**config.mk**
```make
export PLATFORM = sky130hd
export DESIGN_NAME = mbx_host_if
export DESIGN_NICKNAME = d
export VERILOG_FILES = /design/src/rtl/mbx_pkg.sv /design/src/rtl/mbx_fifo.sv /design/src/rtl/mbx_mailbox.sv /design/src/rtl/mbx_host_if.sv
export SDC_FILE = /design/constraint.sdc
export NUM_CORES = 1
export LEC_CHECK = 0
export BUFFER_PORTS_ARGS = -buffer_cell sky130_fd_sc_hd__buf_2
export CAP_MARGIN = 20
export CORE_AREA = 2 2 137 239
export DETAILED_ROUTE_END_ITERATION = 16
export DIE_AREA = 0 0 139 241
export HOLD_SLACK_MARGIN = 0.05
export SYNTH_ARGS = -nofsm -noshare
export SYNTH_HDL_FRONTEND = slang
export SYNTH_HIERARCHICAL = 1
export SYNTH_SLANG_ARGS = --single-unit
```
**constraint.sdc**
```tcl
create_clock -name clk_i -period 3.82 [get_ports clk_i]
set_clock_uncertainty 0.1 [all_clocks]
set_input_delay 0.191 -clock clk_i [delete_from_list [all_inputs] [get_ports clk_i]]
set_output_delay 0.191 -clock clk_i [all_outputs]
set_load 0.05 [all_outputs]
```
**src/rtl/mbx_pkg.sv**
```systemverilog
package mbx_pkg;
  localparam logic [2:0] A_DATA = 3'd0;
  localparam logic [2:0] A_STAT = 3'd2;
  localparam logic [2:0] A_MBX  = 3'd3;
  localparam logic [2:0] A_RST  = 3'd7;

  localparam int ST_OMBX   = 7;
  localparam int ST_OFULL  = 6;
  localparam int ST_IEMPTY = 5;
  localparam int ST_OHALF  = 4;
  localparam int ST_IHALF  = 3;
  localparam int ST_IMBX   = 2;
  localparam int ST_IFULL  = 1;
  localparam int ST_OEMPTY = 0;

  localparam int MK_RSEL   = 7;
  localparam int MK_IMBX   = 6;
  localparam int MK_IFULL  = 5;
  localparam int MK_IEMPTY = 3;
  localparam int MK_OFULL  = 2;
  localparam int MK_OEMPTY = 0;
  localparam logic [7:0] MK_USED = 8'hED;

  localparam int MBX_W = 6;
endpackage

```
**src/rtl/mbx_fifo.sv**
```systemverilog
module mbx_fifo #(
  parameter int DW    = 16,
  parameter int DEPTH = 8
) (
  input  logic          clk_i,
  input  logic          rst_ni,
  input  logic          clr_i,
  input  logic          push_i,
  input  logic [DW-1:0] wdata_i,
  input  logic          pop_i,
  output logic [DW-1:0] rdata_o,
  output logic          full_o,
  output logic          empty_o,
  output logic          half_o
);
  localparam int AW = (DEPTH > 1) ? $clog2(DEPTH) : 1;
  localparam int CW = $clog2(DEPTH + 1);

  logic [DW-1:0] mem_q [DEPTH];
  logic [AW-1:0] wptr_q, rptr_q;
  logic [CW-1:0] cnt_q;
  logic          do_push, do_pop;

  assign full_o  = (cnt_q == CW'(DEPTH));
  assign empty_o = (cnt_q == '0);
  assign half_o  = (cnt_q >= CW'(DEPTH / 2));
  assign do_push = push_i && !full_o;
  assign do_pop  = pop_i && !empty_o;
  assign rdata_o = mem_q[rptr_q];

  function automatic logic [AW-1:0] nxt(input logic [AW-1:0] p);
    return (p == AW'(DEPTH - 1)) ? '0 : p + AW'(1);
  endfunction

  always_ff @(posedge clk_i) begin
    if (do_push && !clr_i) mem_q[wptr_q] <= wdata_i;
  end

  always_ff @(posedge clk_i or negedge rst_ni) begin
    if (!rst_ni) begin
      wptr_q <= '0;
      rptr_q <= '0;
      cnt_q  <= '0;
    end else if (clr_i) begin
      wptr_q <= '0;
      rptr_q <= '0;
      cnt_q  <= '0;
    end else begin
      if (do_push) wptr_q <= nxt(wptr_q);
      if (do_pop)  rptr_q <= nxt(rptr_q);
      cnt_q <= cnt_q + CW'(do_push) - CW'(do_pop);
    end
  end

  p_no_overflow_r6: assert property (@(posedge clk_i) disable iff (!rst_ni)
    (full_o && push_i && !pop_i && !clr_i) |=> (full_o && wptr_q == $past(wptr_q)));

  p_no_underflow_r6: assert property (@(posedge clk_i) disable iff (!rst_ni)
    (empty_o && pop_i && !push_i && !clr_i) |=> (empty_o && rptr_q == $past(rptr_q)));

  p_half_with_full_r5: assert property (@(posedge clk_i) disable iff (!rst_ni)
    full_o |-> half_o);
endmodule

```
**src/rtl/mbx_mailbox.sv**
```systemverilog
module mbx_mailbox #(
  parameter int MW = 6
) (
  input  logic          clk_i,
  input  logic          rst_ni,
  input  logic          flush_i,
  input  logic          set_i,
  input  logic [MW-1:0] data_i,
  input  logic          clr_i,
  output logic          full_o,
  output logic [MW-1:0] val_o
);
  always_ff @(posedge clk_i or negedge rst_ni) begin
    if (!rst_ni) begin
      full_o <= 1'b0;
      val_o  <= '0;
    end else if (flush_i) begin
      full_o <= 1'b0;
      val_o  <= '0;
    end else if (set_i) begin
      full_o <= 1'b1;
      val_o  <= data_i;
    end else if (clr_i) begin
      full_o <= 1'b0;
    end
  end

  p_value_kept_r9: assert property (@(posedge clk_i) disable iff (!rst_ni)
    (clr_i && !set_i && !flush_i) |=> (!full_o && $stable(val_o)));
endmodule

```
**src/rtl/mbx_host_if.sv**
```systemverilog
module mbx_host_if
  import mbx_pkg::*;
#(
  parameter int DEPTH = 8
) (
  input  logic        clk_i,
  input  logic        rst_ni,
  input  logic [2:0]  h_addr_i,
  input  logic        h_wr_i,
  input  logic        h_rd_i,
  input  logic        h_wide_i,
  input  logic [15:0] h_wdata_i,
  output logic [15:0] h_rdata_o,
  output logic        h_irq_o,
  output logic        board_rst_o,
  input  logic        l_push_i,
  input  logic [15:0] l_wdata_i,
  output logic        l_in_full_o,
  input  logic        l_pop_i,
  output logic [15:0] l_rdata_o,
  output logic        l_out_empty_o,
  input  logic        l_mbx_wr_i,
  input  logic [7:2]  l_mbx_wdata_i,
  input  logic        l_mbx_rd_i,
  output logic [7:0]  l_mbx_o,
  output logic        l_mbx_irq_o
);
  localparam int DW = 16;

  logic wr_data, rd_data, wr_mask, wr_mbx, rd_mbx, soft_clr;
  logic [7:0] mask_q, status;
  logic [DW-1:0] out_wdata, in_head;
  logic o_full, o_empty, o_half, i_full, i_empty, i_half;
  logic om_full, im_full;
  logic [MBX_W-1:0] om_val, im_val;

  assign wr_data  = h_wr_i && (h_addr_i == A_DATA);
  assign rd_data  = h_rd_i && (h_addr_i == A_DATA);
  assign wr_mask  = h_wr_i && (h_addr_i == A_STAT);
  assign wr_mbx   = h_wr_i && (h_addr_i == A_MBX);
  assign rd_mbx   = h_rd_i && (h_addr_i == A_MBX);
  assign soft_clr = h_wr_i && (h_addr_i == A_RST);

  // byte mode: upper lane ignored, each entry carries one byte
  assign out_wdata = h_wide_i ? h_wdata_i : {8'h00, h_wdata_i[7:0]};

  mbx_fifo #(.DW(DW), .DEPTH(DEPTH)) i_out_fifo (
    .clk_i, .rst_ni, .clr_i(soft_clr),
    .push_i(wr_data), .wdata_i(out_wdata),
    .pop_i(l_pop_i), .rdata_o(l_rdata_o),
    .full_o(o_full), .empty_o(o_empty), .half_o(o_half)
  );

  mbx_fifo #(.DW(DW), .DEPTH(DEPTH)) i_in_fifo (
    .clk_i, .rst_ni, .clr_i(soft_clr),
    .push_i(l_push_i), .wdata_i(l_wdata_i),
    .pop_i(rd_data), .rdata_o(in_head),
    .full_o(i_full), .empty_o(i_empty), .half_o(i_half)
  );

  mbx_mailbox #(.MW(MBX_W)) i_out_mbx (
    .clk_i, .rst_ni, .flush_i(soft_clr),
    .set_i(wr_mbx), .data_i(h_wdata_i[7:2]),
    .clr_i(l_mbx_rd_i), .full_o(om_full), .val_o(om_val)
  );

  mbx_mailbox #(.MW(MBX_W)) i_in_mbx (
    .clk_i, .rst_ni, .flush_i(soft_clr),
    .set_i(l_mbx_wr_i), .data_i(l_mbx_wdata_i),
    .clr_i(rd_mbx && !mask_q[MK_RSEL]), .full_o(im_full), .val_o(im_val)
  );

  always_ff @(posedge clk_i or negedge rst_ni) begin
    if (!rst_ni) begin
      mask_q      <= '0;
      board_rst_o <= 1'b0;
    end else begin
      board_rst_o <= soft_clr;
      if (soft_clr)     mask_q <= '0;
      else if (wr_mask) mask_q <= h_wdata_i[7:0] & MK_USED;
    end
  end

  always_comb begin
    status            = '0;
    status[ST_OMBX]   = om_full;
    status[ST_OFULL]  = o_full;
    status[ST_IEMPTY] = i_empty;
    status[ST_OHALF]  = o_half;
    status[ST_IHALF]  = i_half;
    status[ST_IMBX]   = im_full;
    status[ST_IFULL]  = i_full;
    status[ST_OEMPTY] = o_empty;
  end

  always_comb begin
    case (h_addr_i)
      A_DATA:  h_rdata_o = h_wide_i ? in_head : {8'h00, in_head[7:0]};
      A_STAT:  h_rdata_o = {8'h00, status};
      A_MBX:   h_rdata_o = {8'h00, mask_q[MK_RSEL] ? om_val : im_val, 2'b00};
      default: h_rdata_o = '0;
    endcase
  end

  assign h_irq_o = (mask_q[MK_IMBX]   && im_full) ||
                   (mask_q[MK_IFULL]  && i_full)  ||
                   (mask_q[MK_IEMPTY] && i_empty) ||
                   (mask_q[MK_OFULL]  && o_full)  ||
                   (mask_q[MK_OEMPTY] && o_empty);

  assign l_mbx_o       = {om_val, 2'b00};
  assign l_mbx_irq_o   = om_full;
  assign l_in_full_o   = i_full;
  assign l_out_empty_o = o_empty;

  p_soft_reset_r12: assert property (@(posedge clk_i) disable iff (!rst_ni)
    soft_clr |=> (status == 8'h21 && !h_irq_o && board_rst_o));

  p_out_mbx_set_r9: assert property (@(posedge clk_i) disable iff (!rst_ni)
    (wr_mbx && !soft_clr) |=> l_mbx_irq_o);

  p_in_mbx_set_r10: assert property (@(posedge clk_i) disable iff (!rst_ni)
    (l_mbx_wr_i && !soft_clr) |=> status[ST_IMBX]);

  p_rsel_keeps_in_r10: assert property (@(posedge clk_i) disable iff (!rst_ni)
    (rd_mbx && mask_q[MK_RSEL] && !h_wr_i && !l_mbx_wr_i) |=>
      (status[ST_IMBX] == $past(status[ST_IMBX])));

  p_mbx_low_zero_r7: assert property (@(posedge clk_i) disable iff (!rst_ni)
    (h_addr_i == A_MBX) |-> (h_rdata_o[1:0] == 2'b00));
endmodule

```
==> metrics <==
outcome complete, no violations; Cell Int Power between 6 and 7 mW; Final Hold Vio Count 0; IO Port Bufs 92; Worst Max-Slew Pin Slew ~1 ns; Startpoint Class flip-flop; EDFF count, synth 256; R2R setup slack 1.01 ns; #FFs+latches synth 297; post-detailed-route DRC marker count 0; Die ar. roughly 0.033 mm^2; RR Endpoint i_out_fifo/cnt_q[2]$_DFF_PN0_; Reg2Reg Depth 11; fin crit share 91.78%; fillers roughly 2700; Reg-to-Reg Start i_out_fifo/cnt_q[2]$_DFF_PN0_; die span in y around 240 um; Critical Path End h_rdata_o[13]; maximum VDD drop ~570 uV; first-pass GRT wire length between 40000 and 50000 um; Crit. Startpoint i_in_fifo/rptr_q[1]$_DFFE_PN0P_; cts repair resizes 0; # hold bufs at CTS 57; final worst path period need between 3 and 4 ns; Switching Share between 30% and 40%; leakage 5.501 nW; Setup TNS Final 0 ns; max-slew violation count 0; largest net degree at the start of global routing between 40 and 50; Clock Power Share 29.6%; HPWL after DPL around 17000 um; number of I/O pins 95; initial antenna violation count 0; clock root buffer clkbuf_16; WS Path Type reg -> out; Arrival @ worst endpoint 3.21 ns; Req. time, crit path 3.53 ns; Comb pwr share 27.3%; later-pin clock latency in the skew report 0.53 ns; HP Class in -> reg; Total GRT Usage approximately 16%; Post-Syn Area per Cell between 15 and 20 um^2; Cell Area, Synth roughly 0.013 mm^2; WL final around 26000 um; critical-path maximum fanout 15; Final ANT Viol Nets 0; MaxCap Viol Count 0; # rows 86; postcts setup bufs 0; width of the die approximately 140 um; Reg clk slew, reported paths 0.07 ns; layout cells sized above 1 between 20% and 30%; drt wl/cell ~21 um; core area ~0.031 mm^2; nets ~910; total clock buffers created by CTS 27; Inserted Diodes 0; clk sinks 297; Rel. slew slack between 30% and 40%; initial standard-cell utilization of the core roughly two fifths; H-tree levels 1; grt ovf 0; vias in the first global route approximately 7200; clk buf depth 3; Setup violations, final 0; unrepaired setup endpoints after global routing no; drt via density roughly 5.3; register area share after synthesis 69.63%; Power Dens Cells approximately 630 mW/mm^2; First-pass DRT Iterations 4; NetSw 2.890 mW; CTS tree done; Synth Instances roughly 670; Total Power 9.452 mW; initial drt markers ~320; RD Place Congestion around 0.76; CP Capture Type primary output; library cells used by synthesis 42; Layout area overhead 19.87%; Peak Freq around 290 MHz; total number of vias around 6600; Post-synth ARST share 13.80%; Top FF cell, synth edfxtp_1; sequential share of power around 43%; warnings from Yosys 6
## how the worst min path moves through the flow
| stage | slack (ns) | cells past startpoint | start | endpoint |
|---|---|---|---|---|
| 3_5_place_dp | 0.31 | 1 | rst_ni | i_in_mbx/val_o[3]$_DFFE_PN0P_ |
| 4_1_cts | 0.06 | 2 | h_wdata_i[10] | i_out_fifo/mem_q[5][10]$_DFFE_PP_ |
| 5_1_grt | 0.10 | 2 | h_wdata_i[10] | i_out_fifo/mem_q[7][10]$_DFFE_PP_ |
| 3_3_place_gp | 0.31 | 1 | rst_ni | i_in_mbx/val_o[3]$_DFFE_PN0P_ |
| 2_1_floorplan | -0.20 | 0 | rst_ni | board_rst_o$_DFF_PN0_ |
| 6_report | 0.07 | 2 | h_wdata_i[10] | i_out_fifo/mem_q[4][10]$_DFFE_PP_ |
## layer usage
layer | GRT usage, % | vias to the layer above | part of all wire, %
li1 | - | 3017 | -
met1 | 17.77 | 3391 | 38
met2 | 31.69 | 146 | 56
met3 | 2.500 | 44 | 4.3
met4 | 4.653 | 0 | 2.3
met5 | 0 | - | 0
## logic make-up (layout without fill, tap and decap cells)
| family | after synthesis | in the layout | share of synthesized area [%] |
|---|---|---|---|
| compound gates | 52 | 52 | 2.500 |
| xor+xnor | 2 | 2 | 0.1400 |
| fa+ha+maj | 22 | 22 | 2.320 |
| buf+inv | 55 | 247 | 2.470 |
| flops | 297 | 297 | 69.63 |
| mux | 122 | 122 | 17.92 |
| other cells | 1 | 2 | 0.02997 |
| simple gates | 115 | 115 | 4.999 |
## sequential cells by signal (all words and copies together), names as in the netlist
signal and flops:
i_in_fifo/mem_q 128, i_in_mbx/val_o 6, i_out_fifo/cnt_q 4, i_out_mbx/val_o 6, board_rst_o 1, i_in_mbx/full_o 1
i_out_fifo/wptr_q 3, i_out_fifo/rptr_q 3, i_in_fifo/cnt_q 4, i_in_fifo/wptr_q 3, i_in_fifo/rptr_q 3, i_out_fifo/mem_q 128
i_out_mbx/full_o 1, mask_q 6
## area by class of cell
type | instances | area [um^2] | share of cell area, %
inverter | 22 | 82.58 | 0.5505
timing repair buffer | 176 | 1269 | 8.458
sequential | 297 | 8713 | 58.09
multi-input combinational | 315 | 3518 | 23.45
tap | 396 | 495.5 | 3.303
clock buffer | 29 | 703.2 | 4.688
clock inverter | 20 | 219.0 | 1.460
## worst max-delay path, stage by stage, from the launching register on
cell and delay, ns:
dfrtp_1 0.85, buf_4 0.36, buf_4 0.25, mux4_1 0.58, mux2_2 0.27, and3_1 0.16
buf_2 0.20
## synth_stat cells, types with 3 or more instances
cell        n  share of area, %
buf_6      11              0.99
and3_1      8              0.40
o31ai_1     6              0.36
buf_2       7              0.28
nor2b_1     5              0.25
nor2_1     37               1.1
nand4b_1    4              0.28
ha_1       20               2.0
mux4_2     16               2.9
inv_1      22              0.66
mux2i_1    26               2.1
o22a_1      6              0.42
buf_1       5              0.15
nand2_1    12              0.36
mux2_2     32               2.9
nor3_1      6              0.24
nand3_1     8              0.32
a21oi_1    18              0.72
and2_1     10              0.50
mux4_1     48                10
o21ai_0    12              0.48
or4_1       6              0.36
o21ai_1     6              0.24
clkbuf_1    7              0.21
buf_4       3              0.18
nand2b_1    8              0.40
edfxtp_1  256                61
dfrtp_1    41               8.2
## layout by cell type (no fill, tap or decap), drive strengths merged, types with 7 or more instances in the layout
| cell type | netlist | layout |
|---|---|---|
| nand2 | 14 | 14 |
| o21ai | 18 | 18 |
| and2 | 10 | 10 |
| clkbuf | 7 | 29 |
| mux2 | 32 | 32 |
| mux4 | 64 | 64 |
| buf | 26 | 118 |
| a21oi | 18 | 18 |
| dlygate4sd3 | 0 | 58 |
| nor2 | 37 | 37 |
| dfrtp | 41 | 41 |
| clkinv | 0 | 11 |
| and3 | 8 | 8 |
| ha | 20 | 20 |
| edfxtp | 256 | 256 |
| inv | 22 | 26 |
| nor3 | 7 | 7 |
| nand2b | 8 | 8 |
| nand3 | 8 | 8 |
| mux2i | 26 | 26 |
## power by group through the flow
| stage | combinational, mW | clock [mW] | sequential, mW |
|---|---|---|---|
| final | 2.58 | 2.79 | 4.07 |
| after global routing | 2.80 | 2.98 | 4.12 |
| after CTS | 2.58 | 2.86 | 4.12 |
| after detailed placement | 2.51 | 0 | 4.18 |
| after global placement | 2.50 | 0 | 4.18 |
| after floorplan | 2.04 | 0 | 4.03 |
## metrics by stage
step / area (um^2) / worst slack, ns / hold slack [ns] / util [%] / cells
final: 15000 / 0.3142 / 0.06861 / 47.74 / 1255
after floorplan: 12520 / 0.6093 / -0.2046 / - / 667
after detailed placement: 13450 / 0.8013 / 0.3056 / 42.81 / 1146
after global routing: 15000 / 0.1528 / 0.1032 / 47.74 / 1255
after global placement: 13450 / 0.8029 / 0.3081 / 42.81 / 1146
after CTS: 14940 / 0.2072 / 0.06464 / 47.56 / 1252
(Power assumes the default switching activity.)
